$ cat src/rtl/burst_col_pkg.sv
package burst_col_pkg;

  typedef enum logic [2:0] {
    LEN_ONE   = 3'b000,
    LEN_TWO   = 3'b001,
    LEN_FOUR  = 3'b010,
    LEN_EIGHT = 3'b011,
    LEN_PAGE  = 3'b111
  } lenCode_e;

  // strobes from control to datapath
  typedef struct packed {
    logic load;
    logic advance;
  } dpStrb_t;

  // burst shape decoded at command time
  typedef struct packed {
    logic [1:0] lenLog;
    logic       fullPage;
    logic       interleave;
  } burstCfg_t;

endpackage

$ cat src/rtl/burst_col_ctrl.sv
module burst_col_ctrl
  import burst_col_pkg::*;
(
  input  logic      clk,
  input  logic      rst_n,
  input  logic      cmdStart,
  input  logic      cmdIsWrite,
  input  logic      termStrobe,
  input  logic [2:0] modeLen,
  input  logic      modeInterleave,
  input  logic      modeSingleWrite,
  input  logic      atLast,
  output dpStrb_t   strb,
  output burstCfg_t cfg,
  output logic      colValid
);

  logic burstActive;
  logic activeNext;

  // decode length code, apply single-write policy and page ordering
  always_comb begin
    cfg = '0;
    case (lenCode_e'(modeLen))
      LEN_TWO:   cfg.lenLog = 2'd1;
      LEN_FOUR:  cfg.lenLog = 2'd2;
      LEN_EIGHT: cfg.lenLog = 2'd3;
      LEN_PAGE:  cfg.fullPage = 1'b1;
      default:   cfg.lenLog = 2'd0;
    endcase
    if (cmdIsWrite && modeSingleWrite) begin
      cfg.lenLog   = 2'd0;
      cfg.fullPage = 1'b0;
    end
    cfg.interleave = modeInterleave & ~cfg.fullPage;
  end

  always_comb begin
    activeNext = burstActive;
    if (cmdStart)                 activeNext = 1'b1;
    else if (termStrobe)          activeNext = 1'b0;
    else if (burstActive && atLast) activeNext = 1'b0;
  end

  always_comb begin
    strb.load    = cmdStart;
    strb.advance = burstActive & ~cmdStart;
  end

  always_ff @(posedge clk or negedge rst_n) begin
    if (!rst_n) burstActive <= 1'b0;
    else        burstActive <= activeNext;
  end

  assign colValid = burstActive;

endmodule

$ cat src/rtl/burst_col_dp.sv
module burst_col_dp
  import burst_col_pkg::*;
#(
  parameter int COL_W = 8
) (
  input  logic             clk,
  input  logic             rst_n,
  input  dpStrb_t          strb,
  input  burstCfg_t        cfg,
  input  logic [COL_W-1:0] startCol,
  output logic [COL_W-1:0] colAddr,
  output logic             atLast
);

  logic [COL_W-1:0] baseCol;
  logic [COL_W-1:0] beatIdx;
  logic [1:0]       lenLogQ;
  logic             fullQ;
  logic             interQ;
  logic [COL_W-1:0] burstMask;
  logic [COL_W-1:0] seqSum;
  logic [COL_W-1:0] xorVal;

  always_ff @(posedge clk or negedge rst_n) begin
    if (!rst_n) begin
      baseCol <= '0;
      beatIdx <= '0;
      lenLogQ <= '0;
      fullQ   <= 1'b0;
      interQ  <= 1'b0;
    end else if (strb.load) begin
      baseCol <= startCol;
      beatIdx <= '0;
      lenLogQ <= cfg.lenLog;
      fullQ   <= cfg.fullPage;
      interQ  <= cfg.interleave;
    end else if (strb.advance) begin
      beatIdx <= beatIdx + 1'b1;
    end
  end

  assign seqSum = baseCol + beatIdx;
  assign xorVal = baseCol ^ beatIdx;

  // per-bit: moving bits follow the ordering, others hold the start column
  for (genvar gi = 0; gi < COL_W; gi++) begin : g_bit
    assign burstMask[gi] = fullQ | (32'(gi) < {30'd0, lenLogQ});
    assign colAddr[gi]   = burstMask[gi] ? (interQ ? xorVal[gi] : seqSum[gi])
                                         : baseCol[gi];
  end

  assign atLast = ~fullQ & (beatIdx == burstMask);

endmodule

$ cat src/rtl/burst_col_gen.sv
module burst_col_gen
  import burst_col_pkg::*;
#(
  parameter int COL_W = 8
) (
  input  logic             clk,
  input  logic             rst_n,
  input  logic             cmdStart,
  input  logic             cmdIsWrite,
  input  logic [COL_W-1:0] startCol,
  input  logic             termStrobe,
  input  logic [2:0]       modeLen,
  input  logic             modeInterleave,
  input  logic             modeSingleWrite,
  output logic [COL_W-1:0] colAddr,
  output logic             colValid,
  output logic             colLast
);

  dpStrb_t   strb;
  burstCfg_t cfg;
  logic      atLast;

  burst_col_ctrl ctrl_i (
    .clk(clk), .rst_n(rst_n), .cmdStart(cmdStart), .cmdIsWrite(cmdIsWrite),
    .termStrobe(termStrobe), .modeLen(modeLen), .modeInterleave(modeInterleave),
    .modeSingleWrite(modeSingleWrite), .atLast(atLast), .strb(strb), .cfg(cfg),
    .colValid(colValid)
  );

  burst_col_dp #(.COL_W(COL_W)) dp_i (
    .clk(clk), .rst_n(rst_n), .strb(strb), .cfg(cfg), .startCol(startCol),
    .colAddr(colAddr), .atLast(atLast)
  );

  assign colLast = colValid & atLast;

endmodule

$ cat config.mk
export PLATFORM = sky130hd
export DESIGN_NAME = burst_col_gen
export DESIGN_NICKNAME = d
export VERILOG_FILES = /design/src/rtl/burst_col_pkg.sv /design/src/rtl/burst_col_ctrl.sv /design/src/rtl/burst_col_dp.sv /design/src/rtl/burst_col_gen.sv
export SDC_FILE = /design/constraint.sdc
export NUM_CORES = 1
export LEC_CHECK = 0
export BUFFER_PORTS_ARGS = -buffer_cell sky130_fd_sc_hd__buf_2
export CORE_UTILIZATION = 54
export CTS_CLUSTER_SIZE = 20
export DETAILED_ROUTE_END_ITERATION = 8
export PLACE_DENSITY_LB_ADDON = 0.12
export SYNTH_ARGS = -nofsm -noshare
export SYNTH_HDL_FRONTEND = slang
export SYNTH_SLANG_ARGS = --single-unit
$ cat constraint.sdc
create_clock -name clk -period 2.8 [get_ports clk]
set_input_delay 0.28 -clock clk [delete_from_list [all_inputs] [get_ports clk]]
set_output_delay 0.28 -clock clk [all_outputs]
set_load 0.1 [all_outputs]
==> results.md <==
* Critical Path RT at 2.52 ns
* Largest family of logic cells by synthesized area: simple AND/OR/NAND/NOR gates
* Largest delay share family, worst path: flip-flops
* Max clock buf depth at 2
* Pre-CTS setup slack at 0.371 ns
* Worst reg2reg startpoint: dp_i.beatIdx[1]
* Simple logic cell fraction of the synthesized area at 18.3%
* TritonCTS Buffers at 3
* Final core occ at 70.5%
* Sw Pwr at 421 uW
* Measured slew at the worst slew-check pin at 0.509 ns
* Crit-path cells: ha_1 -> a2111oi_0 -> nor4_1 -> nand2_1 -> mux2i_2 -> xor2_2 -> buf_12
* Die ar. at 2770 sq um
* CTS tree: built
* # IOs at 28
* Cell Area, Placed at 1570 sq um
* Worst-skew pair later-pin latency at 0.31 ns
* Fin worst setup slack at 0.0294 ns
* Max_cap viols at 0
* Die X at 52.6 um
* Final ANT Viol Nets at 0
* Max Fclk at 361 MHz
* Commonest cells after routing, fill and taps aside: 24 x buf_2, 21 x dfrtp_1, 14 x nor2_1
* Yosys cell types at 36
* Final Hold Vio Count at 0
* Startpoint types: flip-flop
* Iter 0 DRT Violations at 20
* Antenna cells at 0
* Share of power burned in registers at 39.9%
* Sequential area share after synthesis at 38.0%
* Worst slew margin at 66.1%
* Total power at 917 uW
* #FFs+latches synth at 21
* Fill cell count at 176
* Commonest non-fill, non-tap cell in the layout: buf_2
* Final min period at 2.77 ns
* Worst Path Buf+Inv at 1
* Yosys top cell by area: dfrtp_1
* Vias in the first global route at 1203
* CP max FO at 5
* Status: finished clean
* Initial antenna violation count at 0
* Mux contribution to synthesized area at 10.2%
* Reg2reg setup slack at 1.35 ns
* Sw Ratio at 45.9%
* Hold WC Path Type: input pin to flip-flop
* Clk network pwr share at 16.7%
* EDFF count, synth at 0
* Clock transition at path regs at 0.12 ns
* Mapped Area at 1380 sq um
* Synthesis-to-layout area growth at 18.2%
* Reg-to-Reg End: dp_i.beatIdx[7]
* Yosys warning total at 0
* Design area at 1640 sq um
* WHS Path Cells at 2
* Clock sink count at 21
* Worst r2r path cells at 3
* Core area at 2320 sq um
* VDD IR max at 405 uV
* First-pass DRT Iterations at 4
* Initial Util at 59.7%
* First-pass GRT wire length at 5220 um
* Mapped Cells at 150
* Worst Setup End Kind: primary output
* Main synth FF type: dfrtp_1
* Syn Area/Cell at 9.23 sq um
* Logic pwr share at 43.4%
* Synth Area in Adders at 8.68%
* IO Port Bufs at 27
* Final routed DRC violation total at 0
* Yosys top cell area share at 38.0%
* Layout net count at 204
* Crit path arrival time at 2.49 ns
* Share of layout cells above drive strength 1 at 31.3%
* Worst path slowest cell: dfrtp_1
* Lkg Pwr at 0.000742 uW
* Pin count of the biggest net entering global routing at 25
* Floorplan row count at 17
* Compound-Gate Fraction of Synth Area at 15.1%
* Vias per std cell at 6.04
* Highest cell delay on the worst timing path at 0.47 ns
* Vias at 1233
* Area contributors post-synth: dfrtp_1 38%, mux2_2 7.3%, ha_1 7.2%
* DP HPWL at 2290 um
* Period utilisation layout at 98.9%
* DR WL/cell at 15.7 um
* PD cells at 561 nW/um^2
* Setup violators final at 0
* Congestion Overflow GR at 0
* Post-Syn Nets at 177
* CTS H-tree depth at 1
* Worst clock skew at 0.000733 ns
* Post-Route WL at 3200 um
* Min-delay src: startCol[4]
* Pint at 496 uW
* Ys async rst share at 100%
* RePlAce Congestion at 0.897
* XOR/XNOR Fraction of Synth Area at 5.70%
* Die H at 52.6 um
* Root buffer cell: clkbuf_4
* Critical path class: flip-flop to primary output
* Max-slew violations at 0
* Hold endpoint: dp_i.baseCol[4]
* Gr usage total at 26.7%
==> logic make-up (layout without fill, tap and decap cells) <==
| family | after synthesis | after routing |
|---|---|---|
| AND/OR/NAND/NOR | 52 | 52 |
| AO/OA/AOI/OAI | 34 | 34 |
| flip-flops | 21 | 21 |
| multiplexers | 13 | 13 |
| buffers and inverters | 12 | 38 |
| adder cells (fa/ha/maj) | 9 | 9 |
| XOR/XNOR | 9 | 9 |
==> Yosys cell counts, types with 2 or more instances <==
library cell / number
nand3_1: 5
nor3_1: 3
nand2_1: 13
nor2_1: 14
a21o_1: 2
nand2b_1: 3
clkbuf_1: 3
or3_1: 3
mux2_2: 9
a211oi_1: 2
nor4_1: 2
ha_1: 8
xnor2_1: 4
o21bai_1: 2
nand4_1: 4
buf_4: 2
buf_2: 3
xor2_1: 5
o21ai_0: 10
a21oi_1: 10
o21ai_1: 2
dfrtp_1: 21
inv_1: 3
mux2i_1: 4
a2111oi_0: 2
==> sequential cells by signal, summed over array words and instances, names as in the netlist <==
signal	cells
dp_i.baseCol	8
dp_i.interQ	1
ctrl_i.colValid	1
dp_i.beatIdx	8
dp_i.fullQ	1
dp_i.lenLogQ	2
==> routing by layer <==
metal / wire, um / vias up / GRT usage (%)
met5: 0 / - / 0
met4: 114 / 0 / 15.4
met3: 105 / 12 / 4.64
met2: 1580 / 32 / 45.1
met1: 1400 / 595 / 31.5
li1: - / 594 / -
==> through the flow <==
step | cells | hold slack, ns | TNS (ns)
6_report | 204 | 0.192 | 0
5_1_grt | 204 | 0.186 | -0.0166
4_1_cts | 203 | 0.180 | 0
3_5_place_dp | 198 | 0.270 | 0
3_3_place_gp | 198 | 0.265 | 0
2_1_floorplan | 150 | -0.0156 | -0.319
==> power groups by stage <==
stage          Clock [uW]  Combinational, uW  Sequential, uW
4_1_cts               160                394             365
6_report              154                398             366
3_3_place_gp            0                382             369
3_5_place_dp            0                390             371
2_1_floorplan           0                321             366
5_1_grt               167                422             370
==> area by class of cell <==
| cell class | instances | area (sq um) | area share [%] |
|---|---|---|---|
| Multi-Input combinational cell | 117 | 848 | 51.9 |
| Sequential cell | 21 | 526 | 32.1 |
| Timing Repair Buffer | 30 | 184 | 11.2 |
| Tap cell | 28 | 35.0 | 2.14 |
| Clock buffer | 3 | 22.5 | 1.38 |
| Inverter | 4 | 15.0 | 0.918 |
| Clock inverter | 1 | 5.00 | 0.306 |
==> repair_timing <==
| item | CTS | global route |
|---|---|---|
| endpoints found under the setup margin | 1 | 3 |
| endpoints found under the hold margin | 21 | 0 |
| setup buffers | 0 | 1 |
| hold buffers | 1 | 0 |
| resized for setup | 1 | 7 |
| pin swaps | 0 | 0 |
==> how the worst max path moves through the flow <==
stage                    startpoint         end  cells past startpoint  slack [ns]
floorplan           dp_i.beatIdx[0]  colAddr[6]                      6       -0.26
global placement    dp_i.beatIdx[1]  colAddr[5]                      7        0.42
detailed placement  dp_i.beatIdx[6]  colAddr[7]                      7        0.37
CTS                 dp_i.beatIdx[1]  colAddr[5]                      7       0.007
global route        dp_i.beatIdx[4]  colAddr[7]                      7       -0.02
finish              dp_i.beatIdx[4]  colAddr[7]                      7        0.03
No activity file was read; power rests on OpenSTA's default activity.
